[src/rtl/px_tdc_pkg.sv]
package px_tdc_pkg;
  typedef enum logic {
    PX_COUNT = 1'b0,
    PX_TIME  = 1'b1
  } px_mode_e;
endpackage

[src/rtl/px_therm_dec.sv]
module px_therm_dec #(
  parameter int PHASES = 16,
  parameter int FINE_W = $clog2(PHASES)
) (
  input  logic [PHASES-1:0] therm,
  output logic [FINE_W-1:0] code
);
  logic [PHASES-1:0] run;
  int                n;

  assign run[0] = therm[0];
  for (genvar i = 1; i < PHASES; i++) begin : g_run
    assign run[i] = run[i-1] & therm[i];
  end

  always_comb begin
    n = 0;
    for (int j = 0; j < PHASES; j++) n += int'(run[j]);
    if (n > PHASES - 1) n = PHASES - 1;
    code = FINE_W'(n);
  end
endmodule

[src/rtl/px_frame_core.sv]
module px_frame_core
  import px_tdc_pkg::*;
#(
  parameter int CNT_W  = 6,
  parameter int FINE_W = 4
) (
  input  logic              clk,
  input  logic              rst_n,
  input  logic              frame_start,
  input  logic              frame_end,
  input  logic              mode_time,
  input  logic              det_pulse,
  input  logic              stop_pulse,
  input  logic [FINE_W-1:0] det_fine,
  input  logic [FINE_W-1:0] stop_fine,
  output logic              active,
  output px_mode_e          mode_q,
  output logic              started,
  output logic              stopped,
  output logic              ovf,
  output logic [CNT_W-1:0]  cnt,
  output logic [FINE_W-1:0] fine_start,
  output logic [FINE_W-1:0] fine_stop
);
  localparam logic [CNT_W-1:0] CNT_MAX = '1;

  logic open_cycle, cnt_evt, start_evt, run_evt;

  assign open_cycle = active && !frame_start && !frame_end;
  assign cnt_evt    = open_cycle && (mode_q == PX_COUNT) && det_pulse;
  assign start_evt  = open_cycle && (mode_q == PX_TIME) && !started && det_pulse;
  assign run_evt    = open_cycle && (mode_q == PX_TIME) && started && !stopped && !ovf;

  always_ff @(posedge clk or negedge rst_n) begin
    if (!rst_n) begin
      active     <= 1'b0;
      mode_q     <= PX_COUNT;
      started    <= 1'b0;
      stopped    <= 1'b0;
      ovf        <= 1'b0;
      cnt        <= '0;
      fine_start <= '0;
      fine_stop  <= '0;
    end else if (frame_start) begin
      active     <= 1'b1;
      mode_q     <= px_mode_e'(mode_time);
      started    <= 1'b0;
      stopped    <= 1'b0;
      ovf        <= 1'b0;
      cnt        <= '0;
      fine_start <= '0;
      fine_stop  <= '0;
    end else if (frame_end) begin
      active <= 1'b0;
    end else begin
      if (cnt_evt) begin
        if (cnt == CNT_MAX) ovf <= 1'b1;
        else                cnt <= cnt + 1'b1;
      end
      if (start_evt) begin
        started    <= 1'b1;
        cnt        <= '0;
        fine_start <= det_fine;
      end
      if (run_evt) begin
        if (cnt == CNT_MAX) begin
          ovf <= 1'b1;
        end else begin
          cnt <= cnt + 1'b1;
          if (stop_pulse) begin
            stopped   <= 1'b1;
            fine_stop <= stop_fine;
          end
        end
      end
    end
  end
endmodule

[src/rtl/px_word_fmt.sv]
module px_word_fmt
  import px_tdc_pkg::*;
#(
  parameter int CNT_W  = 6,
  parameter int FINE_W = 4,
  parameter int OUT_W  = CNT_W + FINE_W
) (
  input  px_mode_e          mode_q,
  input  logic              started,
  input  logic              stopped,
  input  logic              ovf,
  input  logic [CNT_W-1:0]  cnt,
  input  logic [FINE_W-1:0] fine_start,
  input  logic [FINE_W-1:0] fine_stop,
  output logic [OUT_W-1:0]  word,
  output logic              hit,
  output logic              ovf_out
);
  function automatic logic [OUT_W-1:0] time_word(
    input logic [CNT_W-1:0] c, input logic [FINE_W-1:0] fs, input logic [FINE_W-1:0] fp);
    logic [OUT_W-1:0] w;
    w = {c, {FINE_W{1'b0}}} + OUT_W'(fs) - OUT_W'(fp);
    return w;
  endfunction

  always_comb begin
    if (mode_q == PX_COUNT) begin
      hit     = 1'b1;
      ovf_out = ovf;
      word    = ovf ? '1 : {{FINE_W{1'b0}}, cnt};
    end else if (!started) begin
      hit     = 1'b0;
      ovf_out = 1'b0;
      word    = '0;
    end else if (ovf || !stopped) begin
      hit     = 1'b1;
      ovf_out = 1'b1;
      word    = '1;
    end else begin
      hit     = 1'b1;
      ovf_out = 1'b0;
      word    = time_word(cnt, fine_start, fine_stop);
    end
  end
endmodule

[src/rtl/px_tdc_top.sv]
module px_tdc_top
  import px_tdc_pkg::*;
#(
  parameter int CNT_W  = 6,
  parameter int PHASES = 16,
  parameter int FINE_W = $clog2(PHASES),
  parameter int OUT_W  = CNT_W + FINE_W
) (
  input  logic              clk,
  input  logic              rst_n,
  input  logic              frame_start,
  input  logic              frame_end,
  input  logic              mode_time,
  input  logic              det_pulse,
  input  logic [PHASES-1:0] det_phase,
  input  logic              stop_pulse,
  input  logic [PHASES-1:0] stop_phase,
  output logic              out_valid,
  output logic [OUT_W-1:0]  out_word,
  output logic              out_hit,
  output logic              out_ovf
);
  logic [FINE_W-1:0] det_fine, stop_fine, fine_start, fine_stop;
  logic              core_active, core_started, core_stopped, core_ovf;
  px_mode_e          core_mode;
  logic [CNT_W-1:0]  core_cnt;
  logic [OUT_W-1:0]  fmt_word;
  logic              fmt_hit, fmt_ovf, report_evt;

  px_therm_dec #(.PHASES(PHASES), .FINE_W(FINE_W)) u_dec_det (
    .therm(det_phase), .code(det_fine));
  px_therm_dec #(.PHASES(PHASES), .FINE_W(FINE_W)) u_dec_stop (
    .therm(stop_phase), .code(stop_fine));

  px_frame_core #(.CNT_W(CNT_W), .FINE_W(FINE_W)) u_core (
    .clk(clk), .rst_n(rst_n), .frame_start(frame_start), .frame_end(frame_end),
    .mode_time(mode_time), .det_pulse(det_pulse), .stop_pulse(stop_pulse),
    .det_fine(det_fine), .stop_fine(stop_fine), .active(core_active),
    .mode_q(core_mode), .started(core_started), .stopped(core_stopped),
    .ovf(core_ovf), .cnt(core_cnt), .fine_start(fine_start), .fine_stop(fine_stop));

  px_word_fmt #(.CNT_W(CNT_W), .FINE_W(FINE_W), .OUT_W(OUT_W)) u_fmt (
    .mode_q(core_mode), .started(core_started), .stopped(core_stopped),
    .ovf(core_ovf), .cnt(core_cnt), .fine_start(fine_start), .fine_stop(fine_stop),
    .word(fmt_word), .hit(fmt_hit), .ovf_out(fmt_ovf));

  assign report_evt = core_active && frame_end && !frame_start;

  always_ff @(posedge clk or negedge rst_n) begin
    if (!rst_n) begin
      out_valid <= 1'b0;
      out_word  <= '0;
      out_hit   <= 1'b0;
      out_ovf   <= 1'b0;
    end else begin
      out_valid <= report_evt;
      if (report_evt) begin
        out_word <= fmt_word;
        out_hit  <= fmt_hit;
        out_ovf  <= fmt_ovf;
      end
    end
  end
endmodule

[config.mk]
export PLATFORM = sky130hd
export DESIGN_NAME = px_tdc_top
export DESIGN_NICKNAME = d
export VERILOG_FILES = /design/src/rtl/px_tdc_pkg.sv /design/src/rtl/px_therm_dec.sv /design/src/rtl/px_frame_core.sv /design/src/rtl/px_word_fmt.sv /design/src/rtl/px_tdc_top.sv
export SDC_FILE = /design/constraint.sdc
export NUM_CORES = 1
export LEC_CHECK = 0
export ABC_AREA = 1
export ABC_CLOCK_PERIOD_IN_PS = 1800
export CAP_MARGIN = 10
export CELL_PAD_IN_SITES_DETAIL_PLACEMENT = 1
export CELL_PAD_IN_SITES_GLOBAL_PLACEMENT = 1
export CORE_MARGIN = 2
export CORE_UTILIZATION = 40
export DETAILED_ROUTE_END_ITERATION = 16
export DONT_BUFFER_PORTS = 1
export GPL_TIMING_DRIVEN = 0
export PLACE_DENSITY_LB_ADDON = 0.25
export SLEW_MARGIN = 20
export SYNTH_ARGS = -nofsm -noshare
export SYNTH_HDL_FRONTEND = slang
export SYNTH_SLANG_ARGS = --single-unit
[constraint.sdc]
create_clock -name clk -period 1.8 [get_ports clk]
set_input_delay 0.27 -clock clk [delete_from_list [all_inputs] [get_ports clk]]
set_output_delay 0.27 -clock clk [all_outputs]
set_load 0.01 [all_outputs]
==> summary.txt <==
RUN STATUS
-------------------------------------------------------------------------------------
Run status ............................................................. finished with violations
Violated checks ........................................................ negative setup slack

POWER AND IR DROP
-------------------------------------------------------------------------------------
Internal power of the cells ............................................      1.28 mW
Max rail drop VDD ......................................................       290 uV
Sw frac ................................................................        0.308
Power Dens Cells .......................................................   535 mW/mm2
Proportion of power drawn by flip-flops and latches ....................        0.466
Net switching power ....................................................     0.570 mW
Portion of total power attributed to the clock network .................        0.328
Portion of total power attributed to combinational logic ...............        0.206
Static Leakage .........................................................      1.71 nW

CELLS AND AREA
-------------------------------------------------------------------------------------
Number of nets in the final layout .....................................          482
Diodes inserted ........................................................            0
Utilization of the core after routing ..................................        0.512
Commonest non-fill, non-tap cells in the layout ........................ sky130_fd_sc_hd__inv_1 (88), sky130_fd_sc_hd__nand2_1 (39), sky130_fd_sc_hd__buf_4 (37)
Total of fill cells in the finished design .............................          832
Fraction of final layout cells with drive strength greater than 1 ......        0.284
Commonest non-fill, non-tap cell in the layout ......................... sky130_fd_sc_hd__inv_1
Area added between synthesis and finish ................................        24.2%

GLOBAL ROUTING
-------------------------------------------------------------------------------------
Grt ovf ................................................................            0
Number of antenna violations at the first check in global routing ......            0
First-pass GRT wire length .............................................     12700 um
Total routing usage reported by global routing .........................        0.215
Largest net degree at the start of global routing ......................           33
Vias in the first global route .........................................         2701

LOGIC SYNTHESIS
-------------------------------------------------------------------------------------
Gate count of the mapped netlist .......................................          362
Synth unique cells .....................................................           32
Mean instance size in the synthesized netlist ..........................     7.69 um2
Post-synth net total ...................................................          436
Top post-synthesis cells by area ....................................... sky130_fd_sc_hd__dfrtp_1 (29%), sky130_fd_sc_hd__fa_1 (14%), sky130_fd_sc_hd__inv_1 (13%)
Cell type contributing the most total cell area after synthesis ........ sky130_fd_sc_hd__dfrtp_1
Flop and latch count out of synthesis ..................................           32
Total of warnings raised by yosys ......................................            0
Seq/Total Area, Yosys ..................................................        0.288
Post-synthesis cell area ...............................................  0.00279 mm2
Top-area cell type share of the netlist area ...........................        0.288

WORST SETUP PATH
-------------------------------------------------------------------------------------
Maximum fanout along the worst path ....................................            3
Capturing point of the worst reg2reg path .............................. out_word[6]$_DFFE_PN0P_
Setup crit start kind .................................................. primary input
Critical path required time ............................................      2.01 ns
Arrival time reported for the critical path endpoint ...................      4.31 ns
List of cells traversed by the critical path ........................... nand4_1 -> nor2_2 -> nand4_1 -> nor2_2 -> nand2_2 -> nor2_2 -> inv_1 -> fa_1 -> fa_1 -> inv_1 -> fa_1 -> fa_1 -> fa_2 -> inv_2 -> fa_2 -> or2_4 -> a21oi_4 -> o21ai_2 -> o21ai_1
Critical Setup Path Class .............................................. primary input to register
Depth of the most critical reg-to-reg path .............................            9
Origin of the critical flop-to-flop path ............................... u_core.fine_start[0]$_DFFE_PN0P_
Cell at the slowest stage of the critical path ......................... sky130_fd_sc_hd__fa_1
Worst stage delay on the critical path .................................      0.52 ns
Worst reg2reg setup slack ..............................................     -0.01 ns
Cell with the most instances on the worst path ......................... sky130_fd_sc_hd__fa_1
Crit. End Element ......................................................     register

FLOORPLANNING
-------------------------------------------------------------------------------------
Initial cell density of the core .......................................        0.412
Ports placed on the boundary ...........................................           52
Die Y-Extent ...........................................................      87.4 um
Die Footprint ..........................................................  0.00765 mm2
Placement Rows .........................................................           30
Die X-Extent ...........................................................      87.4 um
Area of the core region ................................................  0.00676 mm2

TIMING
-------------------------------------------------------------------------------------
Worst slew slack as a fraction of its limit ............................        0.650
Crit path setup slack, layout ..........................................     -2.29 ns
Setup TNS ..............................................................    -17.94 ns
Fin Clk Skew ...........................................................   0.00815 ns
Period utilisation layout ..............................................         2.27
Final Hold Fails .......................................................            0
Slew of the pin with the lowest slew margin ............................     0.525 ns
Clock period minus final worst setup slack .............................      4.09 ns
RSZ-0062 raised after global routing ...................................         true
Timing-limited maximum frequency .......................................      244 MHz
Number of failing setup endpoints in the final timing report ...........            9
Number of pins with negative max-slew slack in the final report ........            0

CTS
-------------------------------------------------------------------------------------
Root buffer cell ....................................................... sky130_fd_sc_hd__clkbuf_8
Total clock sinks ......................................................           32
CTS buffer count .......................................................            5
CTS tree ...............................................................          yes
CTS H-Tree Depth .......................................................            2
Deepest clock path buffer count ........................................            2
Skew-Pair Late Insertion Delay .........................................      0.29 ns
Clock-pin slew of the registers on the worst-case setup and hold paths .      0.07 ns

MIN PATH
-------------------------------------------------------------------------------------
End point of the most critical hold path ............................... u_core.mode_q$_DFFE_PN0P_
Class of the tightest hold or removal check ............................ primary input to register
Min-Delay Startpoint ...................................................  frame_start
Number of cells traversed by the worst hold path .......................            1

DETAILED ROUTING
-------------------------------------------------------------------------------------
Routed vias/inst .......................................................         5.07
First-pass DRT Iterations ..............................................            4
Count of routing violations after the opening detailed-route iteration .           95
Total detailed-routing wirelength ......................................      8060 um
Routed Antenna Nets ....................................................            0
Vias ...................................................................         2472
DRC errors left ........................................................            0
Detail-routed net length per standard cell .............................      16.5 um

PLACED DESIGN
-------------------------------------------------------------------------------------
HPWL after detailed placement ..........................................      5480 um
# port buffers .........................................................            0
Routability congestion estimate ........................................        0.829

RUN
-------------------------------------------------------------------------------------
Count of maximum capacitance violations ................................            0

logic make-up after synthesis:
family	synth area share
buf+inv	0.137
xor+xnor	0.00944
simple gates	0.225
fa+ha+maj	0.208
flops	0.288
compound gates	0.133
worst max path at each step:
stage                   from                               end  slack, ns  depth (start not counted)
4_1_cts         det_phase[1]  u_core.fine_start[1]$_DFFE_PN0P_      -2.26                         19
5_1_grt        stop_phase[1]   u_core.fine_stop[2]$_DFFE_PN0P_      -2.48                         19
6_report        det_phase[1]  u_core.fine_start[1]$_DFFE_PN0P_      -2.29                         19
3_5_place_dp    det_phase[1]  u_core.fine_start[1]$_DFFE_PN0P_      -2.71                         19
3_3_place_gp   stop_phase[3]   u_core.fine_stop[1]$_DFFE_PN0P_      -2.62                         19
2_1_floorplan  stop_phase[3]   u_core.fine_stop[2]$_DFFE_PN0P_      -2.37                         19
registers in the layout, summed over array words and instances (netlist names):
signal             flops
out_hit                1
u_core.ovf             1
out_word              10
out_ovf                1
u_core.stopped         1
u_core.fine_start      4
u_core.fine_stop       4
u_core.active          1
u_core.started         1
u_core.mode_q          1
u_core.cnt             6
out_valid              1
power groups by stage:
stage	registers [mW]	logic, mW	clock network [mW]
2_1_floorplan	0.865	0.220	0
3_3_place_gp	0.888	0.276	0
3_5_place_dp	0.890	0.290	0
4_1_cts	0.877	0.336	0.618
5_1_grt	0.872	0.426	0.657
6_report	0.864	0.381	0.607
what timing repair did:
item                                    CTS  global route
endpoints found under the hold margin    32             0
pin swaps                                15            16
gates cloned                              0             0
resized for setup                        12            32
buffers inserted                         28            10
hold buffers                              2             0
endpoints found under the setup margin   10            17
stage by stage:
stage / power (mW) / setup slack [ns] / cells / hold slack (ns) / area, um2
after CTS: 1.83 / -2.26 / 479 / 0.0870 / 3290
after global routing: 1.96 / -2.48 / 488 / 0.0876 / 3460
after global placement: 1.16 / -2.62 / 442 / -0.0249 / 2910
after floorplan: 1.09 / -2.37 / 362 / -0.0256 / 2810
after detailed placement: 1.18 / -2.71 / 442 / -0.0249 / 2910
final: 1.85 / -2.29 / 488 / 0.0850 / 3460
worst max-delay path, delay by kind of cell:
family / cells / cell delay (ns)
simple gates: 7 / 1.00
buf+inv: 3 / 0.15
compound gates: 3 / 0.41
fa+ha+maj: 6 / 2.47
layer usage:
metal,routed length [um],vias to the layer above,global-route usage
li1,-,1221,-
met5,0,-,0
met2,4590,36,0.413
met3,206,13,0.0332
met1,3130,1202,0.242
met4,135,0,0.0615
cells in the mapped netlist, drive strengths merged:
| cell type | n |
|---|---|
| clkbuf | 1 |
| buf | 1 |
| nand3 | 13 |
| o22a | 2 |
| nand3b | 1 |
| clkinv | 1 |
| or2 | 3 |
| nand2 | 51 |
| xnor2 | 1 |
| nor2 | 38 |
| ha | 16 |
| a22oi | 1 |
| o22ai | 6 |
| a31oi | 1 |
| xor2 | 2 |
| o21ai | 40 |
| nand4 | 10 |
| fa | 19 |
| nor3 | 4 |
| inv | 98 |
| nor4 | 1 |
| a211oi | 1 |
| a21oi | 18 |
| dfrtp | 32 |
| nor3b | 1 |
final cells by class:
cell class	count	area (um2)	area share
Sequential cell	32	805	0.233
Inverter	99	372	0.107
Timing Repair Buffer	39	308	0.0890
Multi-Input combinational cell	229	1770	0.512
Clock buffer	7	96.3	0.0278
Buffer	2	8.76	0.00253
Tap cell	80	100	0.0289
Note: power is estimated with default switching activity, not from simulation.
